$ cat config.mk
export PLATFORM = sky130hd
export DESIGN_NAME = twoWireSlaveResponder
export DESIGN_NICKNAME = d
export VERILOG_FILES = /design/src/rtl/twsPkg.sv /design/src/rtl/twsDatapath.sv /design/src/rtl/twsControl.sv /design/src/rtl/twoWireSlaveResponder.sv
export SDC_FILE = /design/constraint.sdc
export NUM_CORES = 1
export LEC_CHECK = 0
export ABC_AREA = 1
export CORE_ASPECT_RATIO = 1.5
export CORE_MARGIN = 2
export CORE_UTILIZATION = 45
export DETAILED_ROUTE_END_ITERATION = 16
export PLACE_DENSITY = 0.74
export SLEW_MARGIN = 10
export SYNTH_ARGS = -nofsm -noshare
export SYNTH_HDL_FRONTEND = slang
export SYNTH_SLANG_ARGS = --single-unit
$ cat constraint.sdc
create_clock -name clk -period 1.7 [get_ports clk]
set_clock_uncertainty 0.15 [all_clocks]
set_input_delay 0.255 -clock clk [delete_from_list [all_inputs] [get_ports clk]]
set_output_delay 0.255 -clock clk [all_outputs]
set_load 0.05 [all_outputs]
$ cat src/rtl/twsPkg.sv
package twsPkg;

  typedef enum logic [3:0] {
    PH_IDLE,
    PH_ADDR,
    PH_ADDR_ACK,
    PH_RX,
    PH_RX_ACK,
    PH_TX,
    PH_TX_ACK,
    PH_HOLD,
    PH_IGNORE
  } phase_t;

  typedef struct packed {
    logic shiftIn;
    logic shiftOut;
    logic loadTx;
    logic captureRx;
    logic latchMatch;
    logic clearMatch;
    logic setError;
    logic setBufEmpty;
  } dpStrobe_t;

endpackage

$ cat src/rtl/twsDatapath.sv
module twsDatapath
  import twsPkg::*;
#(
  parameter int DATA_W = 8
) (
  input  logic              clk,
  input  logic              rstN,
  input  logic              enable,
  input  logic              sdaIn,
  input  dpStrobe_t         stb,
  input  logic [DATA_W-2:0] ownAddr1,
  input  logic              ownAddr1En,
  input  logic [DATA_W-2:0] ownAddr2,
  input  logic              ownAddr2En,
  input  logic              genCallEn,
  input  logic [DATA_W-1:0] wrData,
  input  logic              clearNewMatch,
  input  logic              clearBusError,
  input  logic              masterActive,
  input  logic              busConflict,
  output logic              anyHit,
  output logic              txBit,
  output logic [DATA_W-1:0] rxData,
  output logic              match1,
  output logic              match2,
  output logic              gcMatch,
  output logic              newMatch,
  output logic              xmit,
  output logic              bufEmpty,
  output logic              busError,
  output logic              masterLost
);

  localparam int ADDR_W  = DATA_W - 1;
  localparam int NUM_OWN = 2;

  logic [DATA_W-1:0]              rxShift;
  logic [DATA_W-1:0]              txShift;
  logic [NUM_OWN-1:0][ADDR_W-1:0] ownAddr;
  logic [NUM_OWN-1:0]             ownEn;
  logic [NUM_OWN-1:0]             ownHit;
  logic                           gcHit;
  logic                           conflictNow;

  assign ownAddr = {ownAddr2, ownAddr1};
  assign ownEn   = {ownAddr2En, ownAddr1En};

  for (genvar g = 0; g < NUM_OWN; g++) begin : gOwnCmp
    assign ownHit[g] = ownEn[g] && (rxShift[DATA_W-1:1] == ownAddr[g]);
  end

  assign gcHit       = genCallEn && (rxShift[DATA_W-1:1] == '0);
  assign anyHit      = |ownHit || gcHit;
  assign txBit       = txShift[DATA_W-1];
  assign conflictNow = masterActive && busConflict;

  always_ff @(posedge clk) begin
    if (!rstN || !enable) begin
      rxShift <= '0;
      txShift <= '1;
      rxData  <= '0;
    end else begin
      if (stb.shiftIn)   rxShift <= {rxShift[DATA_W-2:0], sdaIn};
      if (stb.captureRx) rxData  <= rxShift;
      if (stb.loadTx)         txShift <= wrData;
      else if (stb.shiftOut)  txShift <= {txShift[DATA_W-2:0], 1'b1};
    end
  end

  always_ff @(posedge clk) begin
    if (!rstN || !enable) begin
      match1     <= 1'b0;
      match2     <= 1'b0;
      gcMatch    <= 1'b0;
      newMatch   <= 1'b0;
      xmit       <= 1'b0;
      bufEmpty   <= 1'b0;
      busError   <= 1'b0;
      masterLost <= 1'b0;
    end else begin
      masterLost <= conflictNow;
      if (stb.clearMatch) begin
        match1   <= 1'b0;
        match2   <= 1'b0;
        gcMatch  <= 1'b0;
        newMatch <= 1'b0;
        xmit     <= 1'b0;
        bufEmpty <= 1'b0;
      end else if (stb.latchMatch) begin
        match1   <= ownHit[0];
        match2   <= ownHit[1];
        gcMatch  <= gcHit;
        newMatch <= 1'b1;
        xmit     <= rxShift[0];
        bufEmpty <= rxShift[0];
      end else begin
        if (clearNewMatch)        newMatch <= 1'b0;
        if (stb.setBufEmpty)      bufEmpty <= 1'b1;
        else if (stb.loadTx)      bufEmpty <= 1'b0;
      end
      if (stb.setError || conflictNow) busError <= 1'b1;
      else if (clearBusError)          busError <= 1'b0;
    end
  end

endmodule

$ cat src/rtl/twsControl.sv
module twsControl
  import twsPkg::*;
#(
  parameter int DATA_W = 8
) (
  input  logic      clk,
  input  logic      rstN,
  input  logic      enable,
  input  logic      sclIn,
  input  logic      sdaIn,
  input  logic      anyHit,
  input  logic      txBit,
  input  logic      xmit,
  input  logic      dataRd,
  input  logic      dataWr,
  output dpStrobe_t stb,
  output logic      sclHoldLow,
  output logic      sdaHoldLow
);

  localparam int               CNT_W    = $clog2(DATA_W + 1);
  localparam logic [CNT_W-1:0] LAST_BIT = CNT_W'(DATA_W);
  localparam logic [CNT_W-1:0] ONE      = CNT_W'(1);

  phase_t           phase, phaseNext;
  logic [CNT_W-1:0] bitCnt, bitCntNext;
  logic             sclQ, sdaQ, ackSeen;
  logic             sclRise, sclFall, startCond, stopCond;
  logic             inByte, inAck;

  assign sclRise   = sclIn && !sclQ;
  assign sclFall   = !sclIn && sclQ;
  assign startCond = sclIn && sclQ && sdaQ && !sdaIn;
  assign stopCond  = sclIn && sclQ && !sdaQ && sdaIn;
  assign inByte    = (phase inside {PH_ADDR, PH_RX, PH_TX}) && (bitCnt > ONE);
  assign inAck     = phase inside {PH_ADDR_ACK, PH_RX_ACK, PH_TX_ACK};

  always_comb begin
    phaseNext  = phase;
    bitCntNext = bitCnt;
    stb        = '0;
    if (startCond || stopCond) begin
      stb.setError   = inByte || inAck;
      stb.clearMatch = 1'b1;
      phaseNext      = startCond ? PH_ADDR : PH_IDLE;
      bitCntNext     = '0;
    end else begin
      case (phase)
        PH_ADDR: begin
          if (sclRise) begin
            stb.shiftIn = 1'b1;
            bitCntNext  = bitCnt + ONE;
          end else if (sclFall && bitCnt == LAST_BIT) begin
            stb.latchMatch = anyHit;
            phaseNext      = anyHit ? PH_ADDR_ACK : PH_IGNORE;
          end
        end
        PH_ADDR_ACK, PH_RX_ACK: begin
          if (sclFall) phaseNext = PH_HOLD;
        end
        PH_HOLD: begin
          if (dataRd || dataWr) begin
            stb.loadTx = dataWr && xmit;
            phaseNext  = xmit ? PH_TX : PH_RX;
            bitCntNext = '0;
          end
        end
        PH_RX: begin
          if (sclRise) begin
            stb.shiftIn = 1'b1;
            bitCntNext  = bitCnt + ONE;
          end else if (sclFall && bitCnt == LAST_BIT) begin
            stb.captureRx = 1'b1;
            phaseNext     = PH_RX_ACK;
          end
        end
        PH_TX: begin
          if (sclRise) begin
            bitCntNext = bitCnt + ONE;
          end else if (sclFall && bitCnt != '0) begin
            stb.shiftOut = 1'b1;
            if (bitCnt == LAST_BIT) phaseNext = PH_TX_ACK;
          end
        end
        PH_TX_ACK: begin
          if (sclFall) begin
            stb.setBufEmpty = ackSeen;
            phaseNext       = ackSeen ? PH_HOLD : PH_IGNORE;
          end
        end
        default: ;
      endcase
    end
  end

  always_ff @(posedge clk) begin
    if (!rstN || !enable) begin
      phase   <= PH_IDLE;
      bitCnt  <= '0;
      sclQ    <= 1'b1;
      sdaQ    <= 1'b1;
      ackSeen <= 1'b0;
    end else begin
      phase  <= phaseNext;
      bitCnt <= bitCntNext;
      sclQ   <= sclIn;
      sdaQ   <= sdaIn;
      if (phase == PH_TX_ACK && sclRise) ackSeen <= !sdaIn;
    end
  end

  assign sclHoldLow = (phase == PH_HOLD);
  assign sdaHoldLow = (phase == PH_ADDR_ACK) || (phase == PH_RX_ACK) ||
                      ((phase == PH_TX) && !txBit);

endmodule

$ cat src/rtl/twoWireSlaveResponder.sv
module twoWireSlaveResponder
  import twsPkg::*;
#(
  parameter int DATA_W = 8
) (
  input  logic              clk,
  input  logic              rstN,
  input  logic              enable,
  input  logic              masterActive,
  input  logic              busConflict,
  input  logic              sclIn,
  input  logic              sdaIn,
  output logic              sclHoldLow,
  output logic              sdaHoldLow,
  input  logic [DATA_W-2:0] ownAddr1,
  input  logic              ownAddr1En,
  input  logic [DATA_W-2:0] ownAddr2,
  input  logic              ownAddr2En,
  input  logic              genCallEn,
  input  logic              intEn,
  input  logic              matchIntEn,
  input  logic              dataRd,
  input  logic              dataWr,
  input  logic [DATA_W-1:0] wrData,
  output logic [DATA_W-1:0] rxData,
  input  logic              clearNewMatch,
  input  logic              clearBusError,
  output logic              match1,
  output logic              match2,
  output logic              gcMatch,
  output logic              newMatch,
  output logic              xmit,
  output logic              bufEmpty,
  output logic              busError,
  output logic              masterLost,
  output logic              irq
);

  dpStrobe_t stb;
  logic      anyHit;
  logic      txBit;

  twsControl #(.DATA_W(DATA_W)) i_control (
    .clk       (clk),
    .rstN      (rstN),
    .enable    (enable),
    .sclIn     (sclIn),
    .sdaIn     (sdaIn),
    .anyHit    (anyHit),
    .txBit     (txBit),
    .xmit      (xmit),
    .dataRd    (dataRd),
    .dataWr    (dataWr),
    .stb       (stb),
    .sclHoldLow(sclHoldLow),
    .sdaHoldLow(sdaHoldLow)
  );

  twsDatapath #(.DATA_W(DATA_W)) i_datapath (
    .clk          (clk),
    .rstN         (rstN),
    .enable       (enable),
    .sdaIn        (sdaIn),
    .stb          (stb),
    .ownAddr1     (ownAddr1),
    .ownAddr1En   (ownAddr1En),
    .ownAddr2     (ownAddr2),
    .ownAddr2En   (ownAddr2En),
    .genCallEn    (genCallEn),
    .wrData       (wrData),
    .clearNewMatch(clearNewMatch),
    .clearBusError(clearBusError),
    .masterActive (masterActive),
    .busConflict  (busConflict),
    .anyHit       (anyHit),
    .txBit        (txBit),
    .rxData       (rxData),
    .match1       (match1),
    .match2       (match2),
    .gcMatch      (gcMatch),
    .newMatch     (newMatch),
    .xmit         (xmit),
    .bufEmpty     (bufEmpty),
    .busError     (busError),
    .masterLost   (masterLost)
  );

  assign irq = newMatch && intEn && matchIntEn;

endmodule

==> summary.txt <==
Status
  • Outcome: complete, but fails checks
  • Violated checks: negative setup slack

STA
  • Post-route setup slack: -50.04 ps
  • Final worst path period need: 1750 ps
  • Setup tns final: -50.04 ps
  • Worst-Margin Slew: 374.0 ps
  • Relative slew margins: 74.91%
  • Max Slew Vio Count: 0
  • RSZ-0062 raised after global routing: yes
  • Setup-failing EPs final: 1
  • Final Hold Vio Count: 0
  • Fmax: 571.4 MHz
  • Final period utilization: 102.9%

CTS
  • Htree depth: 2
  • Clk_lat worst skew: 300 ps
  • CTS root buf: clkbuf_8
  • Clock Sinks: 43
  • TritonCTS buffer count: 5
  • Clock slew at reported path FFs: 80 ps
  • CTS max path bufs: 2
  • Cts-stage hold buffer count: 0
  • CTS tree: done

Drt
  • Via Count: 2472
  • Via density: 5.035
  • DR pass1 iterations: 4
  • WL/cell: 13.29 um
  • Total wire length: 6525 um
  • ANT nets after route: 0
  • DRC: 0
  • DRT iter0 DRCs: 127

Die
  • Io pins: 57
  • Die span in x: 62.88 um
  • Site Rows: 32
  • Die H: 92.32 um
  • Starting Density: 46.01%
  • Core area: 5085 um2
  • Die area: 5804 um2

Critical path
  • Worst endpoint data arrival time: 1350 ps
  • CP Launch Type: flop
  • WP data required: 1290 ps
  • Reg2reg setup slack: 10 ps
  • Reg2Reg Depth: 11
  • Reg2reg end: i_control.phase[0]
  • Critical path class: reg -> out
  • Peak fanout along the critical path: 5
  • Critical path capture point type: primary output
  • Reg2reg start: i_control.phase[2]

Pwr
  • Pwr per Cell Area: 551.1 nW/um2
  • P_leak: 1.544 nW
  • Worst vdd ir: 0.0005665 V

Placed design
  • Placed Cells: 472
  • DP HPWL: 4720 um
  • Pre-CTS WS: -301.1 ps
  • GPL Wtd Cong: 0.8981
  • Number of port buffers: 56

Cells and area
  • Final Non-Filler Cells: 491
  • FILL cells: 420
  • ANT cells: 0
  • Share of layout cells above drive strength 1: 31.21%
  • Multi-input gate area: 1390 um2
  • Final design utilization: 69.78%
  • FF/Latch Area: 878.3 um2
  • P&R area growth vs syn: 51.66%
  • Nets: 463

Yosys
  • Area contributors post-synth: dfxtp_1 37%, nand2_1 13%, a21oi_1 6.6%, inv_1 6.3%, o21ai_0 3.9%
  • Most common cell in the netlist: nand2_1
  • Commonest cells post-synth: 84 x nand2_1, 43 x dfxtp_1, 39 x inv_1
  • Cells after synthesis: 329
  • Avg Synthesized Cell Area: 7.112 um2
  • Number of synthesized flops with an enable pin: 0
  • Synth unique cells: 40
  • Post-synth top flop: dfxtp_1
  • Net count after synthesis: 370
  • Sequential area share after synthesis: 36.79%
  • Synthesis warning total: 0
  • Yosys top cell area share: 36.79%
  • Number of synthesized register bits: 43
  • Asr flop ratio synth: 0%
  • Mapped Area: 2340 um2
  • Synth area leader: dfxtp_1

Global route
  • Total track usage: 22.14%
  • Vias in the first global route: 2399
  • Initial antenna violation count: 0
  • First-pass GRT wire length: 10330 um
  • Grt ovf: 0
  • Largest net degree at the start of global routing: 20

Min path
  • WHS Endpoint: i_control.ackSeen
  • Min-Delay Path Depth: 2
  • Hold WC Path Type: in -> reg
  • Hold Path Origin: sdaIn

Job
  • Max cap viols: 0
## cells in the final DEF, fill, tap and decap left out, types with 8 or more instances in the layout
| cell | instances |
|---|---|
| inv_1 | 35 |
| dfxtp_1 | 35 |
| a21oi_1 | 30 |
| buf_12 | 9 |
| nand4_1 | 8 |
| clkdlybuf4s50_1 | 35 |
| inv_2 | 12 |
| o21ai_0 | 15 |
| nor2_1 | 15 |
| nand3_1 | 11 |
| buf_4 | 44 |
| nand2_1 | 83 |
## kinds of logic after synthesis
family	Yosys count	synth area share, %
compound gates	65	14.81
flops	43	36.79
xor+xnor	4	1.498
buf+inv	55	9.786
simple gates	159	35.51
fa+ha+maj	3	1.604
## state kept, by name (all words and copies together), names as in the netlist, 4 cells and up
| register | cells |
|---|---|
| i_datapath.rxShift | 8 |
| i_datapath.txShift | 8 |
| i_control.bitCnt | 4 |
| i_datapath.rxData | 8 |
| i_control.phase | 4 |
## worst max-delay path, stage by stage, from the launching register on
cell and delay [ps]:
dfxtp_2 420, nand2_4 130, nor2_4 140, inv_4 60, o21ai_4 140, buf_12 150
## worst max-delay path by stage
stage / startpoint / to / slack [ps] / depth (start not counted)
global route: i_control.phase[3] / sdaHoldLow / -90 / 6
finish: i_control.phase[2] / sdaHoldLow / -50 / 5
global placement: sclIn / i_datapath.gcMatch / -260 / 9
floorplan: i_control.phase[0] / i_datapath.txShift[7] / 90 / 8
detailed placement: sclIn / i_datapath.gcMatch / -300 / 9
CTS: i_control.phase[0] / sdaHoldLow / -50 / 6
## metrics by stage
step	power [mW]	instance area, um2	hold WS [ps]
after global placement	1.248	3184	294.4
final	1.955	3548	81.65
after floorplan	1.115	2344	194.9
after CTS	1.961	3358	322.4
after detailed placement	1.249	3184	302.9
after global routing	2.029	3548	107.6
## routing by layer
layer | global-route usage [%] | wire, um
met1 | 23.48 | 2512
met2 | 41.84 | 3629
met3 | 3.767 | 212
met4 | 10.00 | 171
met5 | 0 | 0
## area by class of cell
cell class              instances  area share (%)
multi-input cells             231           39.17
repair buffers                 91           25.28
flip-flops and latches         43           24.75
inverters                      50           5.465
clock buffers                   7           2.715
well taps                      68           2.398
clock inverters                 1          0.2116
## power by group
group,switching (mW),internal [mW]
logic,0.0986,0.128
registers,0.00245,1.01
clock network,0.352,0.370
## what timing repair did
item                                    CTS  global route
endpoints found under the setup margin    1            30
setup buffers                             5             6
gates resized for setup                  10            40
pin swaps                                 4             6
Note: power is estimated with default switching activity, not from simulation.
